File: config.mk
export PLATFORM = sky130hd
export DESIGN_NAME = vol_target_sel
export DESIGN_NICKNAME = d
export VERILOG_FILES = /design/src/rtl/vtsel_pkg.sv /design/src/rtl/vtsel_lvl_combine.sv /design/src/rtl/vtsel_quantize.sv /design/src/rtl/vol_target_sel.sv
export SDC_FILE = /design/constraint.sdc
export NUM_CORES = 1
export LEC_CHECK = 0
export BUFFER_PORTS_ARGS = -buffer_cell sky130_fd_sc_hd__buf_2
export CAP_MARGIN = 15
export CORE_AREA = 3 3 62 79
export CTS_BUF_LIST = sky130_fd_sc_hd__clkbuf_8 sky130_fd_sc_hd__clkbuf_16
export CTS_CLUSTER_DIAMETER = 60
export DETAILED_ROUTE_END_ITERATION = 10
export DIE_AREA = 0 0 65 82
export PLACE_DENSITY = 0.81
export SYNTH_ARGS = -nofsm -noshare
export SYNTH_HDL_FRONTEND = slang
export SYNTH_HIERARCHICAL = 1
export SYNTH_SLANG_ARGS = --single-unit
File: constraint.sdc
create_clock -name clk -period 1 [get_ports clk]
set_input_delay 0.2 -clock clk [delete_from_list [all_inputs] [get_ports clk]]
set_output_delay 0.2 -clock clk [all_outputs]
set_load 0.005 [all_outputs]
File: src/rtl/vtsel_pkg.sv
package vtsel_pkg;
  localparam int LVL_W     = 10;
  localparam int NUM_STEPS = 32;
  localparam int STEP_W    = $clog2(NUM_STEPS);
  localparam int NUM_BOUND = NUM_STEPS - 1;

  // Lower edge of steps 1..31, per-mille of the reference, strictly increasing
  localparam logic [LVL_W-1:0] STEP_EDGE [0:NUM_BOUND-1] = '{
    10'd100, 10'd126, 10'd152, 10'd180, 10'd206, 10'd234, 10'd260, 10'd286,
    10'd314, 10'd340, 10'd366, 10'd394, 10'd420, 10'd446, 10'd472, 10'd500,
    10'd526, 10'd554, 10'd580, 10'd606, 10'd634, 10'd660, 10'd686, 10'd714,
    10'd740, 10'd766, 10'd794, 10'd820, 10'd846, 10'd874, 10'd900
  };
endpackage

File: src/rtl/vtsel_lvl_combine.sv
module vtsel_lvl_combine
  import vtsel_pkg::*;
#(
  parameter int W = LVL_W
) (
  input  logic         hp_mode,
  input  logic [W-1:0] vol_lvl,
  input  logic [W-1:0] diff_lvl,
  input  logic [W-1:0] ceil_lvl,
  output logic [W-1:0] eff_lvl
);
  logic [W-1:0] reduced;
  logic [W-1:0] hp_lvl;

  always_comb begin
    // saturating subtraction: never wraps below zero
    reduced = (vol_lvl > diff_lvl) ? (vol_lvl - diff_lvl) : '0;
    hp_lvl  = (reduced < ceil_lvl) ? reduced : ceil_lvl;
    eff_lvl = hp_mode ? hp_lvl : vol_lvl;
  end
endmodule

File: src/rtl/vtsel_quantize.sv
module vtsel_quantize
  import vtsel_pkg::*;
#(
  parameter int W  = LVL_W,
  parameter int SW = STEP_W,
  parameter int NB = NUM_BOUND
) (
  input  logic [W-1:0]  lvl,
  output logic [SW-1:0] step
);
  logic [NB-1:0] reached;

  for (genvar i = 0; i < NB; i++) begin : g_cmp
    assign reached[i] = (lvl >= STEP_EDGE[i]);
  end

  always_comb begin
    step = '0;
    for (int i = 0; i < NB; i++) begin
      step = step + {{(SW-1){1'b0}}, reached[i]};
    end
  end
endmodule

File: src/rtl/vol_target_sel.sv
module vol_target_sel
  import vtsel_pkg::*;
(
  input  logic              clk,
  input  logic              rst_n,
  input  logic              hp_mode,
  input  logic [LVL_W-1:0]  vol_lvl,
  input  logic [LVL_W-1:0]  diff_lvl,
  input  logic [LVL_W-1:0]  ceil_lvl,
  output logic [STEP_W-1:0] target_step,
  output logic              mute
);
  logic [LVL_W-1:0]  eff_lvl;
  logic [STEP_W-1:0] step_d;
  logic [STEP_W-1:0] step_q;
  logic              mute_d;
  logic              mute_q;

  vtsel_lvl_combine #(.W(LVL_W)) u_combine (
    .hp_mode  (hp_mode),
    .vol_lvl  (vol_lvl),
    .diff_lvl (diff_lvl),
    .ceil_lvl (ceil_lvl),
    .eff_lvl  (eff_lvl)
  );

  vtsel_quantize #(.W(LVL_W), .SW(STEP_W), .NB(NUM_BOUND)) u_quant (
    .lvl  (eff_lvl),
    .step (step_d)
  );

  always_comb begin
    mute_d = (step_d == '0);
  end

  always_ff @(posedge clk or negedge rst_n) begin
    if (!rst_n) begin
      step_q <= '0;
      mute_q <= 1'b1;
    end else begin
      step_q <= step_d;
      mute_q <= mute_d;
    end
  end

  assign target_step = step_q;
  assign mute        = mute_q;
endmodule

Word-level counts from Yosys, hierarchy flattened
Index checks and enable logic that the tools add are counted.

Bits in registers: 6. Latch bits: 0. RAM bits: 0. Bits in read-only memories: 0. Output and inout bits: 6. Word-level logic and storage cells: 70. Memories: 0.

Add/sub/neg operators: 31. $mul: 0. Divide/modulo/power cells: 0. Magnitude comparators: 33. Equality and inequality tests: 0. Shift operators: 0. Mux-type cells: 3. Bitwise operators: 0. Reductions and logical operators: 1.

Operator list (count): $ge 10x10->1 const B (15); $add 5x1->5 (29); $ge 10x9->1 const B (10); $ge 10x8->1 const B (4); $mux 10 (3); $ge 10x7->1 const B (2); $gt 10x10->1 (1); $lt 10x10->1 (1); $sub 10x10->10 (1); $logic_not 5->1 (1); $add 1x1->2 (1).

Depth between registers and ports, before layout
Word-level depth: 37. Mapped depth: 35. Gate-level depth less buffers: 35.

By module
The synthesis kept the hierarchy.

Modules (own cells, without submodules): vtsel_quantize (times used 1, cells each 159, area an instance 1265.0 um2); vtsel_lvl_combine (times used 1, cells each 150, area an instance 1082.3 um2); vol_target_sel (times used 1, cells each 8, area an instance 162.7 um2).

Worst setup path after synthesis
Ideal clock, no wire load.

Kind: input -> register. From: in vol_lvl[0]. To: reg mute_q (netlist: mute). Setup time: 0.068 ns. Arrival time: 8.534 ns. Slack: -7.601 ns. Cell stages on the path: 32. Path through: inv_1 ha_1 fa_1 and2b_1 o21bai_4 a21oi_2 o21ai_2 nor3b_1 ha_1 a21oi_1 a21boi_0 o22a_1 a22o_1 buf_6 a221o_2 nor2_1 nor2b_1 or4_1 a21oi_1 fa_1 fa_1 inv_1 fa_1 fa_1 inv_1 fa_1 fa_1 fa_1 fa_1 inv_1 or4_1 nor2_1.

Longest elaborated chain between the ends: 37. Elaborated cells on any way between the ends: 68.

RTL lines: from (decl) (RTL line vol_target_sel.sv:7) `input logic [LVL_W-1:0] vol_lvl,`; $sub 10x10->10 / $gt 10x10->1 (equally long branches) (RTL line vtsel_lvl_combine.sv:17) `reduced = (vol_lvl > diff_lvl) ? (vol_lvl - diff_lvl) : '0;`; $mux 10 * (RTL line vtsel_lvl_combine.sv:17); $lt 10x10->1 (RTL line vtsel_lvl_combine.sv:18) `hp_lvl = (reduced < ceil_lvl) ? reduced : ceil_lvl;`; $mux 10 * (RTL line vtsel_lvl_combine.sv:18); $mux 10 * (RTL line vtsel_lvl_combine.sv:19) `eff_lvl = hp_mode ? hp_lvl : vol_lvl;`; via eff_lvl[2] (RTL line vol_target_sel.sv:13) `logic [LVL_W-1:0] eff_lvl;`; $ge 10x7->1 (RTL line vtsel_quantize.sv:14) `assign reached[i] = (lvl >= STEP_EDGE[i]);`; $add 1x1->2 (RTL line vtsel_quantize.sv:20) `step = step + {{(SW-1){1'b0}}, reached[i]};`; $add 5x1->5 (28 in series) (RTL line vtsel_quantize.sv:20); $add 5x1->5 * (RTL line vtsel_quantize.sv:20); via step_d[1] (RTL line vol_target_sel.sv:14) `logic [STEP_W-1:0] step_d;`; $logic_not 5->1 * (RTL line vol_target_sel.sv:33) `mute_d = (step_d == '0);`; via mute_d (RTL line vol_target_sel.sv:16) `logic mute_d;`; to (signal assigned) (RTL line vol_target_sel.sv:42) `mute_q <= mute_d;`; to (decl) (RTL line vol_target_sel.sv:17) `logic mute_q;`.

Mark *: on every way through the listed nets, which the timed path passes. The rest lies on a longest branch.

Worst setup path after layout
From: in diff_lvl[0]. To: reg mute_q (netlist: mute).

Longest elaborated chain between the ends: 37. Elaborated cells on any way between the ends: 68.

RTL lines: from (decl) (RTL line vol_target_sel.sv:8) `input logic [LVL_W-1:0] diff_lvl,`; $sub 10x10->10 / $gt 10x10->1 (equally long branches) (RTL line vtsel_lvl_combine.sv:17); $mux 10 * (RTL line vtsel_lvl_combine.sv:17); $lt 10x10->1 (RTL line vtsel_lvl_combine.sv:18); $mux 10 * (RTL line vtsel_lvl_combine.sv:18); $mux 10 * (RTL line vtsel_lvl_combine.sv:19); via eff_lvl[7] (RTL line vol_target_sel.sv:13); $ge 10x7->1 (RTL line vtsel_quantize.sv:14); $add 1x1->2 (RTL line vtsel_quantize.sv:20); $add 5x1->5 (28 in series) (RTL line vtsel_quantize.sv:20); $add 5x1->5 * (RTL line vtsel_quantize.sv:20); via step_d[1] (RTL line vol_target_sel.sv:14); $logic_not 5->1 * (RTL line vol_target_sel.sv:33); via mute_d (RTL line vol_target_sel.sv:16).

Marked as above.

==> impl_metrics.env <==
export IMPL_grt_pass1_wl_um=15300
export IMPL_grt_max_degree=18
export IMPL_drtIter0Drc=405
export IMPL_postSynthCellCount=317
export IMPL_pin_count=39
export IMPL_ys_flop_type="dfrtp_1"
export IMPL_final_setup_tns_ns=-42.95
export IMPL_diodes=0
export IMPL_finalWirelength_um=10600
export IMPL_synth_net_count=400
export IMPL_syn_area_um2=2510
export IMPL_grt_pass1_vias=3250
export IMPL_routed_via_count=3236
export IMPL_p_leak_nw=1.93
export IMPL_tightestPinTransition_ns=0.469
export IMPL_slew_headroom_pct=68.5
export IMPL_power_per_cell_area_nw_per_um2=4290
export IMPL_drc=0
export IMPL_drv_cap=0
export IMPL_fin_crit_sh_pct=867
export IMPL_finalSetupViolCount=7
export IMPL_start_util_pct=58.5
export IMPL_critPathMostFrequentCell="fa_1"
export IMPL_synth_edf_count=0
export IMPL_via_per_inst=6.50
export IMPL_slew_violations=0
export IMPL_cts_made_buffers=3
export IMPL_worst_hold_path_type="in2async"
export IMPL_ys_warnings_count=6
export IMPL_grt_remaining_overflow=0
export IMPL_nNetsFinal=524
export IMPL_dp_final_hpwl_um=6760
export IMPL_io_buffers=38
export IMPL_synth_distinct_cells=59
export IMPL_period_minus_slack_ns=8.67
export IMPL_place_area_um2=3430
export IMPL_antenna_found_initial=0
export IMPL_start_kind="input port"
export IMPL_clk_path_buf_depth=2
export IMPL_path_class="in2reg"
export IMPL_postSynthAreaPerCell_um2=7.92
export IMPL_postRouteAntennaNets=0
export IMPL_fmax_ghz=0.115
export IMPL_htree_levels=1
export IMPL_ys_async_sr_fraction_pct=100
export IMPL_path_max_fanout=13
export IMPL_synthToLayoutAreaGrowth_pct=50.5
export IMPL_gp_congestion=0.953
export IMPL_vdd_drop_max_mv=5.45
export IMPL_clkSinkCount=6
export IMPL_path_clk_slew_ns=0.04
export IMPL_crit_slowest_cell="fa_1"
export IMPL_slowest_delay_ns=0.58
export IMPL_finalHoldViolCount=0
export IMPL_rsz0062_at_grt="yes"
export IMPL_design_core_area_um2=4290
export IMPL_cp_end_kind="flip-flop"
export IMPL_ys_seq_area_share_pct=6.03
export IMPL_nFillCells=206
export IMPL_cts_root_buf="clkbuf_8"
export IMPL_die_h_um=82
export IMPL_drive_above_1_share_pct=47.0
export IMPL_required_ns=1.16
export IMPL_dr_pass1_iters=5
export IMPL_grt_usage_pct=37.9
export IMPL_cp_arrival_ns=8.83
export IMPL_dp_cells=483
export IMPL_final_area_um2=3780
export IMPL_cts_tree="yes"
export IMPL_status="finished with violations"
export IMPL_fin_cells=498
export IMPL_yosys_register_bits=6
export IMPL_row_count=27
export IMPL_dieArea_um2=5330
export IMPL_wl_per_cell_um=21.3
export IMPL_die_w_um=65
export IMPL_setup_ws_ns=-7.67
export IMPL_violations="negative setup slack"
[registers in the layout (all words and copies together) (netlist names)]
signal       count
target_step      5
mute             1
[what timing repair did]
action / 4_1_cts / 5_1_grt
hold buffers: 1 / 0
setup endpoints to repair: 7 / 8
resized for setup: 30 / 23
pin swaps: 16 / 15
hold endpoints to repair: 6 / 0
setup buffers: 6 / 5
[final timing paths]
check / to / startpoint
max: mute$_DFF_PN1_ / diff_lvl[0]
min in group clk: target_step[4] / target_step[4]$_DFF_PN0_
min: target_step[2]$_DFF_PN0_ / rst_n
max in group asynchronous: mute$_DFF_PN1_ / rst_n
[routing by layer]
metal	global-route usage [%]	part of all wire, %	vias up
met5	0	0	-
met3	4.38	7.7	108
met2	75.7	53	288
met4	27.9	9.2	0
li1	-	-	1359
met1	34.5	30	1481
[power by group]
part | switching, mW | leakage, nW | internal [mW]
Sequential | 0.0373 | 0.0706 | 0.522
Clock | 0.132 | 0.0269 | 0.266
Combinational | 7.73 | 1.83 | 7.53
Total | 7.90 | 1.93 | 8.31
[Yosys cell counts, types with 2 or more instances]
master | instances | area, um2
inv_1 | 49 | 184
ha_1 | 26 | 325
fa_1 | 24 | 480
nor2_1 | 22 | 82.6
a21oi_1 | 18 | 90.1
nor2b_1 | 14 | 87.6
nand2_1 | 12 | 45.0
o21ai_0 | 12 | 60.1
buf_2 | 8 | 40.0
clkbuf_1 | 8 | 30.0
nand3_1 | 8 | 40.0
a221o_2 | 7 | 78.8
nor3_1 | 7 | 35.0
a21boi_0 | 6 | 45.0
a21o_1 | 6 | 45.0
o21a_1 | 6 | 45.0
xnor2_1 | 6 | 52.6
and2_1 | 5 | 31.3
dfrtp_1 | 5 | 125
nand2b_1 | 5 | 31.3
a21oi_2 | 3 | 26.3
a221o_1 | 3 | 30.0
a31oi_1 | 3 | 18.8
a41o_1 | 3 | 30.0
and3_1 | 3 | 18.8
nor4_1 | 3 | 18.8
o211ai_1 | 3 | 22.5
or3_1 | 3 | 18.8
or4_1 | 3 | 22.5
a211o_1 | 2 | 17.5
a311oi_1 | 2 | 17.5
buf_6 | 2 | 22.5
nand4_1 | 2 | 12.5
o311a_1 | 2 | 20.0
o31a_1 | 2 | 17.5
[cell type report]
cell class                 count  area (um2)  area share (%)
tap                           58        72.6            1.92
clock buffer                   3        41.3            1.09
inverter                      49         196            5.20
clock inverter                 1        3.75          0.0994
multi-input combinational    243        2340            61.9
timing repair buffer         138         973            25.8
sequential                     6         151            4.01
[layout by cell type (no fill, tap or decap), types with 4 or more instances in the layout]
cell type / n
a21oi_1: 13
dfrtp_1: 5
o21a_1: 6
nor2_1: 19
buf_6: 4
fa_2: 5
nand2_1: 12
buf_4: 95
inv_1: 44
o21ai_0: 7
ha_1: 23
nor2b_1: 11
a21o_1: 6
a21boi_0: 4
nand3_1: 8
xnor2_2: 4
nor3_1: 5
a21oi_2: 6
inv_2: 5
o21ai_1: 5
a221o_2: 8
fa_1: 19
buf_2: 37
[metrics by stage]
stage / setup slack [ns] / utilization [%] / hold WS [ns] / power (mW)
2_1_floorplan: -7.24 / - / -0.0956 / 8.92
3_3_place_gp: -7.61 / 80.0 / 0.0209 / 12.2
3_5_place_dp: -7.91 / 80.0 / 0.0272 / 12.7
4_1_cts: -7.46 / 85.1 / 0.316 / 15.6
5_1_grt: -7.87 / 88.0 / 0.360 / 16.9
6_report: -7.67 / 88.0 / 0.345 / 16.2
[critical path: cells and delay by family]
kind,cells,cell delay (ns)
simple gates,7,1.77
buf+inv,6,0.49
fa+ha+maj,11,4.78
compound gates,8,1.56
[cell families after synthesis]
| group | synth area share, % |
|---|---|
| xor+xnor | 2.44 |
| flops | 6.03 |
| compound gates | 28.5 |
| fa+ha+maj | 32.1 |
| simple gates | 19.7 |
| buf+inv | 11.2 |
Note: power is estimated with default switching activity, not from simulation.
